**config.mk**
```make
export PLATFORM = sky130hd
export DESIGN_NAME = retrig_oneshot
export DESIGN_NICKNAME = d
export VERILOG_FILES = /design/src/rtl/retrig_oneshot.sv
export SDC_FILE = /design/constraint.sdc
export NUM_CORES = 1
export LEC_CHECK = 0
export ABC_AREA = 1
export BUFFER_PORTS_ARGS = -buffer_cell sky130_fd_sc_hd__buf_2
export CAP_MARGIN = 0
export CORE_MARGIN = 4
export CORE_UTILIZATION = 56
export CTS_CLUSTER_SIZE = 30
export DETAILED_ROUTE_END_ITERATION = 16
export PLACE_DENSITY = 0.8
export REMOVE_ABC_BUFFERS = 1
export SYNTH_ARGS = -nofsm -noshare
export SYNTH_HDL_FRONTEND = slang
export SYNTH_SLANG_ARGS = --single-unit
```
**constraint.sdc**
```tcl
create_clock -name clk -period 3.5 [get_ports clk]
set_input_delay 0.175 -clock clk [delete_from_list [all_inputs] [get_ports clk]]
set_output_delay 0.175 -clock clk [all_outputs]
set_load 0.02 [all_outputs]
```
**src/rtl/retrig_oneshot.sv**
```systemverilog
module retrig_oneshot #(
  parameter int DUR_W       = 8,
  parameter int SYNC_STAGES = 2
) (
  input  logic             clk,
  input  logic             rst,
  input  logic             gate_low_n,
  input  logic             gate_high,
  input  logic             clear_n,
  input  logic [DUR_W-1:0] width,
  output logic             pulse_o
);

  localparam int TOP = SYNC_STAGES - 1;

  logic [SYNC_STAGES-1:0] lo_sh, hi_sh, clr_sh;
  logic                   cond_q;
  logic [DUR_W-1:0]       cnt;

  always_ff @(posedge clk) begin
    if (rst) begin
      lo_sh  <= '1;
      hi_sh  <= '0;
      clr_sh <= '0;
    end else begin
      lo_sh  <= {lo_sh[TOP-1:0], gate_low_n};
      hi_sh  <= {hi_sh[TOP-1:0], gate_high};
      clr_sh <= {clr_sh[TOP-1:0], clear_n};
    end
  end

  wire clr_s = clr_sh[TOP];
  wire cond  = ~lo_sh[TOP] & hi_sh[TOP];
  wire fire  = cond & ~cond_q & clr_s & (width != '0);

  always_ff @(posedge clk) begin
    if (rst) cond_q <= 1'b0;
    else     cond_q <= cond;
  end

  always_ff @(posedge clk) begin
    if (rst || !clr_s) cnt <= '0;
    else if (fire)     cnt <= width;
    else if (cnt != '0) cnt <= cnt - 1'b1;
  end

  assign pulse_o = (cnt != '0) & clr_s;

endmodule

```
# After elaboration in Yosys (flattened, before gate mapping)
# Cells that the tools add are included.
[totals]
word_cells = 20
out_inout_bits = 1
reg_bits = 15
input_bits = 13
[op_classes]
addsub = 1
bitwise_logic = 7
reduce_logical = 5
n_mux = 2
[ops]
columns = ["operator", "count"]
rows = [
  ["8-bit 2-to-1 mux", 2],
  ["8-bit nonzero test", 2],
  ["8-bit by 1-bit subtractor with 8-bit output (second input constant)", 1],
  ["1-bit AND", 5],
  ["1-bit NOT", 2],
  ["2-bit nonzero test", 1],
  ["1-bit logical NOT", 1],
  ["1-bit logical OR", 1],
]

# Logic depth before layout (Yosys ltp)
[logic_depth]
ltp_word = 6
mapped_depth = 9
mapped_depth_nobuf = 9

# Least setup slack after synthesis
# OpenSTA, ideal clock, no wires.
[synth_path]
kind = "reg2out"
startpoint = "register cnt[0]"
endpoint = "output port pulse_o"
t_required_ns = 3.325
setup_slack_ns = 2.222
n_path_buf = 0
stages_incl_launch_ff = 6
arrival_ns = 1.103
path_cell_list = "dfxtp_1 -> inv_1 -> ha_1 -> nand4_2 -> inv_2 -> nor2_1"
[synth_between]
elab_chain_cells = 2
[synth_lines]
columns = ["item", "line", "source"]
rows = [
  ["from (decl)", "18", "logic [DUR_W-1:0] cnt;"],
  ["from (signal assigned)", "43", "else if (fire) cnt <= width;"],
  ["from (signal assigned)", "44", "else if (cnt != '0) cnt <= cnt - 1'b1;"],
  ["8-bit nonzero test", "47", "assign pulse_o = (cnt != '0) & clr_s;"],
  ["1-bit AND", "47", ""],
  ["to (decl)", "11", "output logic pulse_o"],
]
# Every way passes these cells.

# Final worst setup path
# Same ends and word-level chain as after synthesis.

==> impl_metrics.yaml <==
power:
  clockPowerShare: 0.343
  finalPower_w: 0.000292
  pwr-share-seq: 0.597
  p_per_area_nw_per_um2: 328
  p_sw_frac: 0.233
  power_frac_comb: 0.060
  p_leak_nw: 0.390
  switching_power_w: 0.0000680
  max-vdd-ir-drop_mv: 0.284
  internal_power_w: 0.000224
timing:
  finalSetupViolCount: 0
  slew_violations: 0
  fmax_mhz: 598
  min_period_over_period: 0.478
  tightest_slew_ns: 0.260
  clock_skew_ns: 0.000480
  hold_viol_final: 0
  finalSetupTns_ns: 0
  finalCriticalPeriod_ns: 1.67
  slew_headroom: 0.826
  grt_setup_unrepaired: "no"
setup_path:
  crit_type: "register to output pin"
  crit_buf_inv: 3
  crit_arrival_ns: 1.50
  path_cells: "inv_1 > ha_1 > nand4_2 > inv_2 > nor2_1 > buf_2"
  r2r_start: "cnt[0]"
  required_ns: 3.32
  slowest_delay_ns: 0.32
  cp_top_family: "buffers and inverters"
  end_kind: "output pin"
  crit_slowest_cell: "dfxtp_1"
  cp_max_fo: 5
  critical_path.startpoint: "cnt[0]"
  start_kind: "register"
floorplanning:
  fp.coreArea_um2: 1300
  initial_core_util: 0.599
  die_h_um: 45.3
  dieArea_um2: 2050
  rows: 13
  die_x_um: 45.3
  num_io_pins: 14
drt:
  drcViolationCount: 0
  drt_iter0_markers: 7
  wire_per_inst_um: 10.2
  viasPerCell: 4.78
  ant_nets: 0
  first_pass_iters: 4
  num_vias: 669
  wirelength_um: 1420
synthesis:
  netlist_area_um2: 779
  synthTopCellsByCount: "inv_1 (19), nand2_1 (19), nor2_1 (16)"
  yosysWarningCount: 0
  yosys.area.top_type: "dfxtp_1"
  async_flop_share: 0
  ys.flop_type: "dfxtp_1"
  yosys-top-cells-area: "dfxtp_1 (39%), inv_1 (9.1%), nand2_1 (9.1%)"
  ys_seq_area_frac: 0.385
  avgSynthCellArea_um2: 7.22
  syn_inst: 108
  ys_ff_latch: 15
  synth-edff-count: 0
  ys_types: 20
  synth_top_area_share: 0.385
global_routing:
  grt_pass1_vias: 663
  grtUsageTotal: 0.176
  grt_antenna_before_repair: 0
  grt_pass1_wl_um: 2600
  grt_max_degree: 10
  overflow: 0
placed_design:
  place_congestion: 0.858
  hpwl_um: 1180
  dpl_cell_area_um2: 863
  port_buffers: 13
cts:
  cts_num_sinks: 15
  cts_hold_buffers: 0
  numCtsBuffers: 3
  cts_resized: 0
  insertion_delay_ns: 0.28
  cts_tree: "yes"
  ctsRootBufferMaster: "clkbuf_4"
  clock_path_buffers: 2
  postCtsSetupBuffers: 0
  clkTransAtPathRegs_ns: 0.09
  htreeDepth: 1
hold_path:
  hp-class: "primary input to register"
  hold_path_startpoint: "gate_low_n"
outcome:
  outcome: "complete, no violations"
finish:
  syn2layout_area_growth_pct: 14.3
  fin_util: 0.685
  final_cell_area_um2: 891
  n_antenna_cell: 0
  final_layout_size_suffix_gt1_frac: 0.256
  final_nets: 140
flow_run:
  drv_cap: 0
-- layout by cell type (no fill, tap or decap), drive strengths merged --
master  instances
buf            13
nor3            1
nand3           8
xor2            5
nand4           1
o21ai           2
ha              1
dfxtp          15
clkinv          1
nand2          21
clkbuf          3
nor2           23
nand3b          1
inv            21
a21oi           6
or2             3
-- registers in the layout (all words and copies together), names as in the netlist --
signal and count:
clr_sh 2, cond_q 1, cnt 8, hi_sh 2
lo_sh 2
-- path summary, 6_finish.rpt --
| check | endpoint | slack (ns) | cells after the start |
|---|---|---|---|
| max | pulse_o | 1.83 | 6 |
| min | lo_sh[0] | 0.07 | 2 |
| max reg2reg | cnt[1] | 2.17 | 8 |
| min reg2reg | clr_sh[1] | 0.41 | 2 |
-- metrics by stage --
stage / cells / worst slack, ns / hold WS (ns)
6_report: 140 / 1.83 / 0.0659
5_1_grt: 140 / 1.72 / 0.0746
4_1_cts: 140 / 1.83 / 0.0605
3_5_place_dp: 136 / 2.16 / 0.362
3_3_place_gp: 136 / 2.22 / 0.359
2_1_floorplan: 108 / 2.22 / 0.246
-- cell families (layout without fill, tap and decap cells) --
group           Yosys count  in the layout  share of synthesized area
flops                    15             15                      0.385
buf+inv                  21             38                      0.101
fa+ha+maj                 1              1                     0.0160
simple gates             58             58                      0.385
xor+xnor                  5              5                     0.0562
compound gates            8              8                     0.0562
-- power by group through the flow --
stage | Clock, W | Combinational (W) | Sequential (W)
2_1_floorplan | 0 | 0.00000760 | 0.000179
3_3_place_gp | 0 | 0.0000171 | 0.000179
3_5_place_dp | 0 | 0.0000176 | 0.000179
4_1_cts | 0.000102 | 0.0000177 | 0.000175
5_1_grt | 0.000110 | 0.0000202 | 0.000175
6_report | 0.000100 | 0.0000176 | 0.000175
-- worst reg2reg max path, cell delays in order (launching register included) --
cell and delay [ns]:
dfxtp_1 0.32, inv_1 0.10, ha_1 0.25, nand4_2 0.20
inv_2 0.15, nand3_1 0.08, nand3_1 0.08, nand2_1 0.05
inv_1 0.05
-- metal layers --
metal,up-vias,GRT usage,wire length (µm)
li1,360,-,-
met1,294,0.195,606
met2,11,0.305,734
met3,4,0.0239,54
met4,0,0.123,27
met5,-,0,0
-- final cells by class --
cell class,count,area (µm²)
fill,120,410
multi-input combinational,72,400
sequential,15,300
inverter,21,78.8
timing repair buffer,13,65.1
clock buffer,3,22.5
tap,15,18.8
clock inverter,1,5.00
No activity file was read; power rests on OpenSTA's default activity.
